$ cat src/rtl/tmr_stat_pkg.sv
package tmr_stat_pkg;
  typedef enum logic [1:0] {
    CM_8  = 2'd0,
    CM_16 = 2'd1,
    CM_32 = 2'd2
  } cnt_mode_e;

  localparam int unsigned ST_W     = 8;
  localparam int unsigned ST_STOP  = 0;
  localparam int unsigned ST_SLAVE = 1;
  localparam int unsigned ST_PBUF  = 3;
  localparam int unsigned ST_CBUF0 = 4;
endpackage

$ cat src/rtl/tmr_buf_slot.sv
module tmr_buf_slot #(
  parameter int unsigned W = 8,
  parameter logic [W-1:0] RST_VAL = '0
) (
  input  logic         clk,
  input  logic         rst_n,
  input  logic         cap_mode,
  input  logic         direct,
  input  logic         wr,
  input  logic [W-1:0] wdata,
  input  logic         cap,
  input  logic [W-1:0] cap_val,
  input  logic         rd,
  input  logic         w1c,
  input  logic         upd,
  output logic [W-1:0] buf_q,
  output logic [W-1:0] act_q,
  output logic         valid
);
  logic set_ev, clr_ev;

  // compare and capture use different set/clear sources
  assign set_ev = cap_mode ? cap : (wr & ~direct);
  assign clr_ev = cap_mode ? rd  : (upd | w1c);

  always_ff @(posedge clk or negedge rst_n) begin
    if (!rst_n) begin
      valid <= 1'b0;
    end else if (set_ev) begin
      valid <= 1'b1;                 // set wins over clear
    end else if (clr_ev) begin
      valid <= 1'b0;
    end
  end

  always_ff @(posedge clk or negedge rst_n) begin
    if (!rst_n) begin
      buf_q <= RST_VAL;
    end else if (cap_mode && cap) begin
      buf_q <= cap_val;
    end else if (!cap_mode && wr) begin
      buf_q <= wdata;
    end
  end

  always_ff @(posedge clk or negedge rst_n) begin
    if (!rst_n) begin
      act_q <= RST_VAL;
    end else if (!cap_mode && wr && direct) begin
      act_q <= wdata;
    end else if (!cap_mode && upd && valid) begin
      act_q <= buf_q;
    end
  end

  assert_set_wins_R12: assert property (@(posedge clk) disable iff (!rst_n)
    set_ev |=> valid);

  assert_cap_read_clears_R6: assert property (@(posedge clk) disable iff (!rst_n)
    (cap_mode && rd && !cap) |=> !valid);

  assert_upd_copy_R4: assert property (@(posedge clk) disable iff (!rst_n)
    (!cap_mode && upd && valid && !(wr && direct)) |=> (act_q == $past(buf_q)));
endmodule

$ cat src/rtl/tmr_cnt_core.sv
module tmr_cnt_core #(
  parameter int unsigned W = 8
) (
  input  logic         clk,
  input  logic         rst_n,
  input  logic         run,
  input  logic         down,
  input  logic         retrig,
  input  logic [W-1:0] per,
  output logic [W-1:0] count,
  output logic         ovf
);
  logic [W-1:0] reload;

  assign reload = down ? per : '0;
  assign ovf    = run && (down ? (count == '0) : (count == per));

  always_ff @(posedge clk or negedge rst_n) begin
    if (!rst_n) begin
      count <= '0;
    end else if (retrig) begin
      count <= reload;
    end else if (run) begin
      if (ovf)       count <= reload;
      else if (down) count <= count - 1'b1;
      else           count <= count + 1'b1;
    end
  end

  assert_wrap_up_R13: assert property (@(posedge clk) disable iff (!rst_n)
    (ovf && !down && !retrig) |=> (count == '0));

  assert_hold_stopped_R8: assert property (@(posedge clk) disable iff (!rst_n)
    (!run && !retrig) |=> $stable(count));
endmodule

$ cat src/rtl/tmr_run_ctl.sv
module tmr_run_ctl (
  input  logic clk,
  input  logic rst_n,
  input  logic enable,
  input  logic cmd_stop,
  input  logic cmd_retrigger,
  input  logic ovf,
  input  logic oneshot,
  input  logic chain32,
  output logic stop_q,
  output logic slave_q,
  output logic run,
  output logic retrig
);
  logic en_q, stop_set, stop_clr;

  assign retrig   = cmd_retrigger & enable;
  assign stop_set = ~enable | cmd_stop | (ovf & oneshot);
  assign stop_clr = (enable & ~en_q) | (retrig & stop_q);
  assign run      = enable & ~stop_q;

  always_ff @(posedge clk or negedge rst_n) begin
    if (!rst_n) begin
      en_q    <= 1'b0;
      stop_q  <= 1'b1;
      slave_q <= 1'b0;
    end else begin
      en_q    <= enable;
      slave_q <= chain32;
      if (stop_set)      stop_q <= 1'b1;
      else if (stop_clr) stop_q <= 1'b0;
    end
  end

  assert_stop_cmd_R8: assert property (@(posedge clk) disable iff (!rst_n)
    (cmd_stop || !enable) |=> stop_q);

  assert_oneshot_stop_R9: assert property (@(posedge clk) disable iff (!rst_n)
    (ovf && oneshot) |=> stop_q);

  assert_retrig_run_R10: assert property (@(posedge clk) disable iff (!rst_n)
    (retrig && stop_q && !cmd_stop && !(ovf && oneshot)) |=> !stop_q);
endmodule

$ cat src/rtl/tmr_dbuf_status.sv
module tmr_dbuf_status
  import tmr_stat_pkg::*;
#(
  parameter int unsigned W   = 8,
  parameter int unsigned NCH = 2
) (
  input  logic               clk,
  input  logic               rst_n,
  input  logic [1:0]         cnt_mode,
  input  logic               chain_master_32,
  input  logic [NCH-1:0]     ch_capture,
  input  logic               enable,
  input  logic               dir_down,
  input  logic               oneshot,
  input  logic               cmd_stop,
  input  logic               cmd_retrigger,
  input  logic               lock_upd,
  input  logic               wr_per_buf,
  input  logic [NCH-1:0]     wr_cc_buf,
  input  logic [W-1:0]       wr_data,
  input  logic [NCH-1:0]     cap_evt,
  input  logic [NCH-1:0]     rd_cc,
  input  logic               stat_wr,
  input  logic [ST_W-1:0]    stat_wdata,
  output logic [ST_W-1:0]    stat_rdata,
  output logic [W-1:0]       count,
  output logic [W-1:0]       per_act,
  output logic [NCH*W-1:0]   cc_buf,
  output logic [NCH*W-1:0]   cc_act
);
  localparam int unsigned CW = NCH * W;

  logic           mode8, chain32;
  logic           ovf, upd, run, retrig;
  logic           stop_q, slave_q;
  logic           pvalid, w1c_per;
  logic [W-1:0]   per_buf;
  logic [NCH-1:0] cvalid, w1c_cc;

  assign mode8   = (cnt_mode == CM_8);
  assign chain32 = (cnt_mode == CM_32) & chain_master_32;
  assign upd     = ovf & ~lock_upd;
  assign w1c_per = stat_wr & lock_upd & stat_wdata[ST_PBUF];

  tmr_run_ctl u_run (
    .clk           (clk),
    .rst_n         (rst_n),
    .enable        (enable),
    .cmd_stop      (cmd_stop),
    .cmd_retrigger (cmd_retrigger),
    .ovf           (ovf),
    .oneshot       (oneshot),
    .chain32       (chain32),
    .stop_q        (stop_q),
    .slave_q       (slave_q),
    .run           (run),
    .retrig        (retrig)
  );

  tmr_cnt_core #(.W(W)) u_cnt (
    .clk    (clk),
    .rst_n  (rst_n),
    .run    (run),
    .down   (dir_down),
    .retrig (retrig),
    .per    (per_act),
    .count  (count),
    .ovf    (ovf)
  );

  tmr_buf_slot #(.W(W), .RST_VAL({W{1'b1}})) u_per (
    .clk      (clk),
    .rst_n    (rst_n),
    .cap_mode (1'b0),
    .direct   (~mode8),
    .wr       (wr_per_buf),
    .wdata    (wr_data),
    .cap      (1'b0),
    .cap_val  ({W{1'b0}}),
    .rd       (1'b0),
    .w1c      (w1c_per),
    .upd      (upd),
    .buf_q    (per_buf),
    .act_q    (per_act),
    .valid    (pvalid)
  );

  for (genvar g = 0; g < NCH; g++) begin : g_ch
    assign w1c_cc[g] = stat_wr & lock_upd & stat_wdata[ST_CBUF0 + g];

    tmr_buf_slot #(.W(W), .RST_VAL({W{1'b0}})) u_slot (
      .clk      (clk),
      .rst_n    (rst_n),
      .cap_mode (ch_capture[g]),
      .direct   (1'b0),
      .wr       (wr_cc_buf[g]),
      .wdata    (wr_data),
      .cap      (cap_evt[g]),
      .cap_val  (count),
      .rd       (rd_cc[g]),
      .w1c      (w1c_cc[g]),
      .upd      (upd),
      .buf_q    (cc_buf[g*W +: W]),
      .act_q    (cc_act[g*W +: W]),
      .valid    (cvalid[g])
    );
  end

  always_comb begin
    stat_rdata           = '0;
    stat_rdata[ST_STOP]  = stop_q;
    stat_rdata[ST_SLAVE] = slave_q;
    stat_rdata[ST_PBUF]  = pvalid & mode8;
    for (int i = 0; i < NCH; i++) begin
      stat_rdata[ST_CBUF0 + i] = cvalid[i];
    end
  end

  assert_per_copy_R4: assert property (@(posedge clk) disable iff (!rst_n)
    (upd && pvalid && mode8 && !wr_per_buf) |=> (per_act == $past(per_buf)));

  assert_lock_holds_R13: assert property (@(posedge clk) disable iff (!rst_n)
    (lock_upd && (&ch_capture == 1'b0) && !(|wr_cc_buf)) |=> $stable(cc_act[CW-1:0]) || $past(|ch_capture));
endmodule

$ cat config.mk
export PLATFORM = sky130hd
export DESIGN_NAME = tmr_dbuf_status
export DESIGN_NICKNAME = d
export VERILOG_FILES = /design/src/rtl/tmr_stat_pkg.sv /design/src/rtl/tmr_buf_slot.sv /design/src/rtl/tmr_cnt_core.sv /design/src/rtl/tmr_run_ctl.sv /design/src/rtl/tmr_dbuf_status.sv
export SDC_FILE = /design/constraint.sdc
export NUM_CORES = 1
export LEC_CHECK = 0
export BUFFER_PORTS_ARGS = -buffer_cell sky130_fd_sc_hd__buf_2
export CAP_MARGIN = 25
export CORE_ASPECT_RATIO = 1.25
export CORE_MARGIN = 2
export CORE_UTILIZATION = 30
export CTS_CLUSTER_DIAMETER = 100
export DETAILED_ROUTE_END_ITERATION = 8
export HOLD_SLACK_MARGIN = 0.02
export SKIP_CTS_REPAIR_TIMING = 1
export SYNTH_ARGS = -nofsm -noshare
export SYNTH_HDL_FRONTEND = slang
export SYNTH_SLANG_ARGS = --single-unit
export TNS_END_PERCENT = 50
$ cat constraint.sdc
create_clock -name clk -period 6.6 [get_ports clk]
set_clock_uncertainty 0.05 [all_clocks]
set_input_delay 0 -clock clk [delete_from_list [all_inputs] [get_ports clk]]
set_output_delay 0 -clock clk [all_outputs]
set_load 0.01 [all_outputs]
==> summary.txt <==
Run status
  – Outcome: complete, but fails checks
  – Failing checks: hold timing

Synth
  – Synthesis-stage register bit count: 62
  – Post-synth EDFFs: 0
  – Mapped Cells: 318
  – Synth async-reset ratio: 100.0%
  – Synthesized area per cell: 10.67 um^2
  – Seq/Total Area, Yosys: 46.35%
  – Ys Warns: 0
  – Post-synthesis cell type count: 44
  – Predominant post-synthesis flop cell: dfrtp_1
  – Synth Cell Area: 0.003393 mm^2

Detailed routing
  – Total Wirelength: 9192 um
  – Wirelength per Cell: 16.47 um
  – DR vias: 2772
  – Routed Antenna Nets: 0
  – Initial drt markers: 131
  – Via/cell ratio: 4.968
  – DR DRC count: 0
  – Router iterations before antenna repair: 4

Critical path
  – Max incr delay on CP: 590 ps
  – Crit Path Class: register to register
  – Worst EP arrival: 3320 ps
  – CP max-delay cell: dlygate4sd3_1
  – Worst Path Required: 6760 ps
  – Crit path launch type: register
  – Crit path cell chain: xor2_1, nor4_1, nand3_1, a21o_1, nor2_1, o21ai_0, dlygate4sd3_1
  – R2R depth: 7
  – Max FO, Critical Path: 7
  – CP endpoint kind: register

STA
  – Setup tns final: 0 ps
  – Period utilization: 47.92%
  – Final hold slack: -18.12 ps
  – Fin worst setup slack: 3437 ps
  – Rel. slew slack: 28.09%
  – Fmax: 316.2 MHz
  – RSZ-0062 raised after global routing: no
  – Slew Viols, Final: 0
  – Slew @ Worst Pin: 1071 ps
  – Final setup vio count: 0
  – Final hold violations: 1
  – Final min period: 3163 ps

Clock network
  – Worst-Skew Late Latency: 330 ps
  – Max clock buf depth: 2
  – CTS H-Tree Depth: 3
  – Clock sinks: 62
  – Num CTS Buffers: 9
  – Clock Pin Slew Worst Setup and Hold Paths: 50 ps
  – CTS root buf: clkbuf_16
  – CTS tree: done

Global route
  – Global Route Usage Sum: 15.25%
  – Vias in the first global route: 2589
  – Initial antenna violation count: 0
  – Largest net degree at the start of global routing: 63
  – GRT Residual Overflow: 0
  – First-pass GRT wire length: 14180 um

Final layout
  – Share of layout cells above drive strength 1: 35.93%
  – Core Util, Final: 40.30%
  – Fin cells: 558
  – Commonest non-fill, non-tap cell in the layout: buf_2
  – Number of diodes: 0
  – Area grow syn2layout: 31.64%
  – Cell area after layout: 0.004467 mm^2
  – Final #Nets: 462
  – Most frequent cells in the layout: buf_2 (84), dfrtp_1 (45), a21oi_1 (30)

Floorplan
  – Die footprint: 0.01218 mm^2
  – Die Height: 122.9 um
  – Die Wd: 99.13 um
  – Core area: 0.01108 mm^2
  – # rows: 43
  – Io pins: 93
  – Effective utilization at floorplan: 30.62%

Flow run
  – Max Cap Violations: 0

Power
  – Static Leakage: 2.059 nW
  – Power, Total: 1.507 mW
  – Peak supply drop: 0.0001705 V
  – Pwr Density: 337.4 mW/mm^2

Placed design
  – Pre-CTS setup slack: 3500 ps
  – GPL Wtd Cong: 0.8129
  – I/O Buffers: 84
  – Cells after DPL: 521
  – Placement Cell Area: 0.003902 mm^2
  – Hpwl dp: 6521 um

Hold path
  – Hold path depth: 4
  – HP Class: input port to register
## cell type report
| class | instances | area, um^2 |
|---|---|---|
| timing repair buffer | 107 | 645.6 |
| tap | 135 | 168.9 |
| clock inverter | 2 | 60.06 |
| sequential | 62 | 1573 |
| multi-input combinational | 226 | 1680 |
| clock buffer | 14 | 294.0 |
| fill | 1105 | 6616 |
| inverter | 12 | 45.04 |
## state kept, by name, summed over array words and instances (netlist names)
signal,flops
u_run.stop_q,1
u_run.en_q,1
u_run.slave_q,1
u_per.valid,1
u_per.buf_q,8
g_ch.u_slot.buf_q,16
u_per.act_q,8
g_ch.u_slot.act_q,16
u_cnt.count,8
g_ch.u_slot.valid,2
## synth_stat cells, drive strengths merged (2+ instances only)
cell type / instances / area share (%)
a211oi: 16 / 3.5
a21oi: 30 / 4.4
buf: 8 / 1.7
clkbuf: 12 / 1.3
dfrtp: 45 / 33
dfstp: 17 / 13
ha: 6 / 2.2
inv: 12 / 1.3
mux2: 28 / 9.3
mux2i: 26 / 7.7
nand2: 18 / 2.0
nand3: 6 / 0.88
nand4: 2 / 0.55
nor2: 18 / 2.0
nor2b: 17 / 3.1
nor3: 6 / 1.0
nor4: 3 / 1.4
o211ai: 3 / 0.66
o21a: 3 / 0.66
o21ai: 12 / 1.8
o31ai: 2 / 0.44
xor2: 11 / 2.8
## critical path, delay by kind of cell (launching register included)
family / cells / cell delay, ps
AO/OA/AOI/OAI: 2 / 490
AND/OR/NAND/NOR: 3 / 1140
buffers and inverters: 1 / 590
flip-flops: 1 / 540
XOR/XNOR: 1 / 230
## kinds of logic after synthesis
group	count (synthesis)	synth area share (%)
AO/OA/AOI/OAI	75	14.27
XOR/XNOR	12	3.097
adder cells (fa/ha/maj)	7	2.802
buffers and inverters	32	4.351
flip-flops	62	46.35
multiplexers	54	16.96
other	1	0.1105
AND/OR/NAND/NOR	75	12.06
## path summary, 6_finish.rpt
check / slack, ps / from / end
max: 3440 / u_cnt.count[6] / u_per.valid
min: -20 / rd_cc[1] / g_ch[1].u_slot.valid
max reg2reg: 3440 / u_cnt.count[6] / u_per.valid
min reg2reg: 450 / g_ch[1].u_slot.act_q[4] / g_ch[1].u_slot.act_q[4]
max in group asynchronous: 5640 / rst_n / g_ch[0].u_slot.valid
min in group asynchronous: 320 / rst_n / g_ch[1].u_slot.act_q[4]
## metal layers
layer,wire (um),track usage (%)
met2,4554,24.28
met5,0,0
met3,416,3.957
met4,193,5.993
met1,4027,19.91
## power by group
group	internal (mW)	switching, mW	total (mW)
Combinational	0.195	0.208	0.403
Clock	0.382	0.166	0.548
Sequential	0.448	0.108	0.556
No activity file was read; power rests on OpenSTA's default activity.
